===== src/rtl/vdist_pkg.sv =====
package vdist_pkg;
   typedef enum logic [1:0] {
      WD_CTRL  = 2'd0,
      WD_TYPE  = 2'd1,
      WD_IDENT = 2'd2,
      WD_RSVD  = 2'd3
   } word_e;

   localparam int CTRL_EN_BIT    = 1;
   localparam int CTRL_ROUTE_BIT = 4;
   localparam int CTRL_NOSEC_BIT = 6;

   localparam int TYPE_LINES_LSB = 0;
   localparam int TYPE_LINES_W   = 5;
   localparam int TYPE_LPI_BIT   = 17;
   localparam int TYPE_IDW_LSB   = 19;
   localparam int TYPE_IDW_W     = 5;

   localparam int ID_PROD_LSB = 24;
   localparam int ID_REV_LSB  = 12;
   localparam int ID_IMPL_LSB = 0;

   localparam int PRIVATE_IRQS = 32;
endpackage


===== src/rtl/vdist_word_sel.sv =====
module vdist_word_sel
   import vdist_pkg::*;
#(
   parameter int ADDR_W = 4
) (
   input  logic [ADDR_W-1:0] addr,
   output word_e             word
);
   logic unused_addr_bits;
   assign unused_addr_bits = ^addr[1:0];
   assign word = word_e'(addr[3:2]);
endmodule


===== src/rtl/vdist_enable_reg.sv =====
module vdist_enable_reg (
   input  logic clk,
   input  logic rst_n,
   input  logic bus_wr,
   input  logic bus_bit,
   input  logic rs_wr,
   input  logic rs_bit,
   output logic en,
   output logic wake
);
   logic en_next;

   always_comb begin
      en_next = en;
      if (bus_wr)
         en_next = bus_bit;
      else if (rs_wr)
         en_next = rs_bit;
   end

   always_ff @(posedge clk) begin
      if (!rst_n) begin
         en   <= 1'b0;
         wake <= 1'b0;
      end else begin
         en   <= en_next;
         wake <= !en && en_next;
      end
   end
endmodule


===== src/rtl/vdist_read_build.sv =====
module vdist_read_build
   import vdist_pkg::*;
#(
   parameter int          NUM_SPI     = 96,
   parameter bit          HAS_LPI     = 1'b1,
   parameter int          LPI_ID_BITS = 16,
   parameter int          SPI_ID_BITS = 10,
   parameter logic [7:0]  PRODUCT_ID  = 8'h4B,
   parameter logic [3:0]  REVISION    = 4'd2,
   parameter logic [11:0] IMPL_CODE   = 12'h43B
) (
   input  word_e       word,
   input  logic        en,
   output logic [31:0] data
);
   localparam int LINES = (NUM_SPI + PRIVATE_IRQS) / 32 - 1;

   logic [31:0] ctrl_val;
   logic [31:0] type_val;
   logic [31:0] id_val;

   always_comb begin
      ctrl_val = '0;
      ctrl_val[CTRL_EN_BIT]    = en;
      ctrl_val[CTRL_ROUTE_BIT] = 1'b1;
      ctrl_val[CTRL_NOSEC_BIT] = 1'b1;
   end

   generate
      if (HAS_LPI) begin : g_lpi
         localparam int IDW = LPI_ID_BITS - 1;
         always_comb begin
            type_val = '0;
            type_val[TYPE_LINES_LSB +: TYPE_LINES_W] = TYPE_LINES_W'(LINES);
            type_val[TYPE_IDW_LSB +: TYPE_IDW_W]     = TYPE_IDW_W'(IDW);
            type_val[TYPE_LPI_BIT]                   = 1'b1;
         end
      end else begin : g_nolpi
         localparam int IDW = SPI_ID_BITS - 1;
         always_comb begin
            type_val = '0;
            type_val[TYPE_LINES_LSB +: TYPE_LINES_W] = TYPE_LINES_W'(LINES);
            type_val[TYPE_IDW_LSB +: TYPE_IDW_W]     = TYPE_IDW_W'(IDW);
         end
      end
   endgenerate

   always_comb begin
      id_val = '0;
      id_val[ID_PROD_LSB +: 8] = PRODUCT_ID;
      id_val[ID_REV_LSB +: 4]  = REVISION;
      id_val[ID_IMPL_LSB +: 12] = IMPL_CODE;
   end

   always_comb begin
      case (word)
         WD_CTRL:  data = ctrl_val;
         WD_TYPE:  data = type_val;
         WD_IDENT: data = id_val;
         default:  data = '0;
      endcase
   end
endmodule


===== src/rtl/vdist_restore_cmp.sv =====
module vdist_restore_cmp
   import vdist_pkg::*;
(
   input  logic        clk,
   input  logic        rst_n,
   input  logic        valid,
   input  word_e       word,
   input  logic [31:0] wdata,
   input  logic [31:0] cur,
   output logic        err
);
   always_ff @(posedge clk) begin
      if (!rst_n)
         err <= 1'b0;
      else
         err <= valid && (word != WD_CTRL) && (wdata != cur);
   end
endmodule


===== src/rtl/vdist_ctrl_regs.sv =====
module vdist_ctrl_regs
   import vdist_pkg::*;
#(
   parameter int          NUM_SPI     = 96,
   parameter bit          HAS_LPI     = 1'b1,
   parameter int          LPI_ID_BITS = 16,
   parameter int          SPI_ID_BITS = 10,
   parameter logic [7:0]  PRODUCT_ID  = 8'h4B,
   parameter logic [3:0]  REVISION    = 4'd2,
   parameter logic [11:0] IMPL_CODE   = 12'h43B
) (
   input  logic        clk,
   input  logic        rst_n,
   input  logic        req_valid,
   output logic        req_ready,
   input  logic        req_write,
   input  logic [3:0]  req_addr,
   input  logic [31:0] req_wdata,
   output logic [31:0] rdata,
   input  logic        rst_valid,
   input  logic [3:0]  rst_addr,
   input  logic [31:0] rst_wdata,
   output logic        rst_err,
   output logic        wake_pulse
);
   localparam int ADDR_W    = 4;
   localparam int TOTAL_IRQ = NUM_SPI + PRIVATE_IRQS;

   generate
      if ((TOTAL_IRQ % 32) != 0 || TOTAL_IRQ > 1024 || NUM_SPI < 0) begin : g_bad_spi
         $error("NUM_SPI must make a multiple of 32 lines, at most 1024");
      end
      if (LPI_ID_BITS < 1 || LPI_ID_BITS > 32 || SPI_ID_BITS < 1 || SPI_ID_BITS > 32) begin : g_bad_idw
         $error("ID widths must lie in 1..32");
      end
   endgenerate

   word_e bus_word;
   word_e rs_word;
   logic  ctrl_en;
   logic  bus_ctrl_wr;
   logic  rs_ctrl_wr;
   logic [31:0] rs_cur;
   logic  unused_wdata;

   assign req_ready    = 1'b1;
   assign unused_wdata = ^{req_wdata[31:2], req_wdata[0]};

   vdist_word_sel #(.ADDR_W(ADDR_W)) u_bus_sel (.addr(req_addr), .word(bus_word));
   vdist_word_sel #(.ADDR_W(ADDR_W)) u_rs_sel  (.addr(rst_addr), .word(rs_word));

   assign bus_ctrl_wr = req_valid && req_write && (bus_word == WD_CTRL);
   assign rs_ctrl_wr  = rst_valid && (rs_word == WD_CTRL);

   vdist_enable_reg u_en (
      .clk     (clk),
      .rst_n   (rst_n),
      .bus_wr  (bus_ctrl_wr),
      .bus_bit (req_wdata[CTRL_EN_BIT]),
      .rs_wr   (rs_ctrl_wr),
      .rs_bit  (rst_wdata[CTRL_EN_BIT]),
      .en      (ctrl_en),
      .wake    (wake_pulse)
   );

   vdist_read_build #(
      .NUM_SPI(NUM_SPI), .HAS_LPI(HAS_LPI), .LPI_ID_BITS(LPI_ID_BITS),
      .SPI_ID_BITS(SPI_ID_BITS), .PRODUCT_ID(PRODUCT_ID), .REVISION(REVISION),
      .IMPL_CODE(IMPL_CODE)
   ) u_bus_rd (.word(bus_word), .en(ctrl_en), .data(rdata));

   vdist_read_build #(
      .NUM_SPI(NUM_SPI), .HAS_LPI(HAS_LPI), .LPI_ID_BITS(LPI_ID_BITS),
      .SPI_ID_BITS(SPI_ID_BITS), .PRODUCT_ID(PRODUCT_ID), .REVISION(REVISION),
      .IMPL_CODE(IMPL_CODE)
   ) u_rs_rd (.word(rs_word), .en(ctrl_en), .data(rs_cur));

   vdist_restore_cmp u_cmp (
      .clk   (clk),
      .rst_n (rst_n),
      .valid (rst_valid),
      .word  (rs_word),
      .wdata (rst_wdata),
      .cur   (rs_cur),
      .err   (rst_err)
   );
endmodule


===== config.mk =====
export PLATFORM = sky130hd
export DESIGN_NAME = vdist_ctrl_regs
export DESIGN_NICKNAME = d
export VERILOG_FILES = /design/src/rtl/vdist_pkg.sv /design/src/rtl/vdist_word_sel.sv /design/src/rtl/vdist_enable_reg.sv /design/src/rtl/vdist_read_build.sv /design/src/rtl/vdist_restore_cmp.sv /design/src/rtl/vdist_ctrl_regs.sv
export SDC_FILE = /design/constraint.sdc
export NUM_CORES = 1
export LEC_CHECK = 0
export BUFFER_PORTS_ARGS = -buffer_cell sky130_fd_sc_hd__buf_2
export CAP_MARGIN = 20
export CORE_MARGIN = 2
export CORE_UTILIZATION = 29
export DETAILED_ROUTE_END_ITERATION = 7
export PLACE_DENSITY = 0.92
export SETUP_SLACK_MARGIN = 0.05
export SLEW_MARGIN = 0
export SYNTH_ARGS = -nofsm -noshare
export SYNTH_HDL_FRONTEND = slang
export SYNTH_SLANG_ARGS = --single-unit
export TNS_END_PERCENT = 1

===== constraint.sdc =====
create_clock -name clk -period 2.5 [get_ports clk]
set_input_delay 0.125 -clock clk [delete_from_list [all_inputs] [get_ports clk]]
set_output_delay 0.125 -clock clk [all_outputs]
set_load 0.02 [all_outputs]

==> summary.md <==
| Metric | Value |
|---|---|
| Status | `finished clean` |
| HPWL after DPL | `1352 um` |
| Core area | `2170 um2` |
| Area leader, netlist | `buf_4` |
| Post-synth EDFFs | `0` |
| Fin worst setup slack | `1.251 ns` |
| P_leak | `0.4994 nW` |
| Area Overhead vs Synth | `32.44%` |
| Distinct cell type count after synthesis | `25` |
| CTS tree | `done` |
| Hold Vio Cnt, Final | `0` |
| Pre-CTS setup slack | `0.9980 ns` |
| Final setup fails | `0` |
| Required time worst endpoint | `2.59 ns` |
| Post-synthesis cell area | `651.9 um2` |
| Pin count of the biggest net entering global routing | `9` |
| Vias | `664` |
| Die height | `51.41 um` |
| Cell Pwr Density | `319.4 nW/um2` |
| First-pass GRT wire length | `2125 um` |
| Count leader, synth | `buf_4` |
| Antenna Cells | `0` |
| Tcrit/Tclk final | `49.97%` |
| Syn avg cell area | `7.760 um2` |
| CP max FO | `3` |
| Final nets | `222` |
| Final design utilization | `39.79%` |
| Post-CTS Resized | `0` |
| Yosys reg bits | `3` |
| Layout cells sized above 1 | `50.37%` |
| CTS Buf Count | `3` |
| Post-CTS Hold Fix Bufs | `0` |
| Antenna violations before repair | `0` |
| Grt ovf | `0` |
| CP Launch Type | `input pin` |
| RSZ-0062 raised after global routing | `no` |
| Vias/cell | `4.074` |
| H-tree levels | `1` |
| GPL Wtd Cong | `0.7159` |
| Slew Viols, Final | `0` |
| Max-cap violations | `0` |
| Cell count after synthesis | `84` |
| F_max | `800.5 MHz` |
| Critical Path AT | `1.34 ns` |
| Die area | `2643 um2` |
| Classification of the worst setup path | `input pin to flop` |
| Final TNS setup | `0 ns` |
| CTS clk-pin slew, worst paths | `0.04 ns` |
| Clock latency on the worst-skew pair | `0.23 ns` |
| Per-cell routed wire length | `9.067 um` |
| Initial Utilization | `30.05%` |
| Gr usage total | `10.50%` |
| Final Instance Area | `863.3 um2` |
| # port buffers | `60` |
| Skew final | `0.002718 ns` |
| Synth cell count leaders | `buf_4, ha_1, nor2_1` |
| Total power | `0.2757 mW` |
| Hold_ws | `0.1310 ns` |
| Final ANT Viol Nets | `0` |
| Hold WC Path Type | `input pin to flop` |
| 1st-pass router iterations | `4` |
| Die X | `51.41 um` |
| # Post-CTS Setup Buffers | `0` |
| Drt drc | `0` |
| Post-synth top area share | `31.09%` |
| Max clock buf depth | `2` |
| Vias in the first global route | `569` |
| Clock net sink count | `3` |
| # IOs | `112` |
| Yosys warns | `0` |
| Initial DRC Count | `9` |
| Tmin final | `1.249 ns` |
| Placed insts | `159` |
| Root buf cell | `clkbuf_4` |
| Drt total wl | `1478 um` |
| Synth area leaders | `buf_4, ha_1, dfxtp_1, nor4_2, nor2_1` |
| Seq/Total Area, Yosys | `9.213%` |
| Worst vdd ir | `161.0 uV` |
| Non-Filler Instances | `163` |
| Synth Flop Type | `dfxtp_1` |
| Row cnt | `17` |
| CP Capture Type | `flop` |
| Post-synth ARST share | `0%` |
| Dpl cell area | `837.1 um2` |
[cell families after synthesis]
kind of cell / Yosys count / synth area share [%]
and+or+nand+nor: 24 / 20.92
muxes: 1 / 1.536
buffers and inverters: 33 / 34.55
xor gates and xnor gates: 2 / 2.688
other: 2 / 1.152
adders and majority gates: 9 / 17.27
AOI/OAI and AO/OA: 10 / 12.67
DFF: 3 / 9.213
[layout by cell type, fill, tap and decap left out, types with 2 or more instances in the layout]
master | synthesis | layout
nand3_1 | 2 | 2
xnor2_1 | 2 | 2
a21oi_1 | 2 | 2
buf_2 | 0 | 60
ha_1 | 9 | 9
nor3_1 | 2 | 2
nor4_2 | 3 | 3
dfxtp_1 | 3 | 3
nand4_1 | 3 | 3
nand2_1 | 4 | 4
nor2_1 | 7 | 7
inv_1 | 5 | 5
conb_1 | 2 | 16
clkbuf_4 | 0 | 3
nor4_1 | 2 | 2
[worst max-delay path, cell delays in order]
cell       delay (ns)
buf_2            0.12
inv_1            0.07
ha_1             0.21
inv_2            0.06
a211o_1          0.26
a2111oi_2        0.35
a311oi_1         0.14
[worst paths after layout]
path         cells past startpoint  slack (ns)   startpoint   endpoint
max                              7        1.25  rst_addr[2]  u_cmp.err
max reg2reg                      4        1.47      u_en.en  u_cmp.err
min reg2reg                      1        0.48      u_en.en  u_en.wake
min                              3        0.13        rst_n    u_en.en
[area by class of cell]
cell class / count / area [um2]
clock buffer: 4 / 26.28
fill: 241 / 1306
inverter: 6 / 22.52
multi-input combinational: 62 / 419.2
sequential: 3 / 60.06
tap: 28 / 35.03
timing repair buffer: 60 / 300.3
[per-layer routing]
metal  vias up  part of all wire, %  global-route usage, %
met5         -                    0                      0
met4         0                    0                  3.947
met3         0                   14                  6.140
met2        34                   46                  17.09
met1       282                   40                  11.11
li1        348                    -                      -
[flip-flops by register name, summed over array words and instances (netlist names)]
| name | cells |
|---|---|
| u_cmp.err | 1 |
| u_en.wake | 1 |
| u_en.en | 1 |
[power by group]
part           leakage, nW  internal [mW]  total, mW  switching, mW
clock               0.0150         0.0598     0.0848         0.0250
sequential          0.0246         0.0509     0.0522        0.00136
combinational        0.460         0.0526      0.139         0.0860
(Power assumes the default switching activity.)
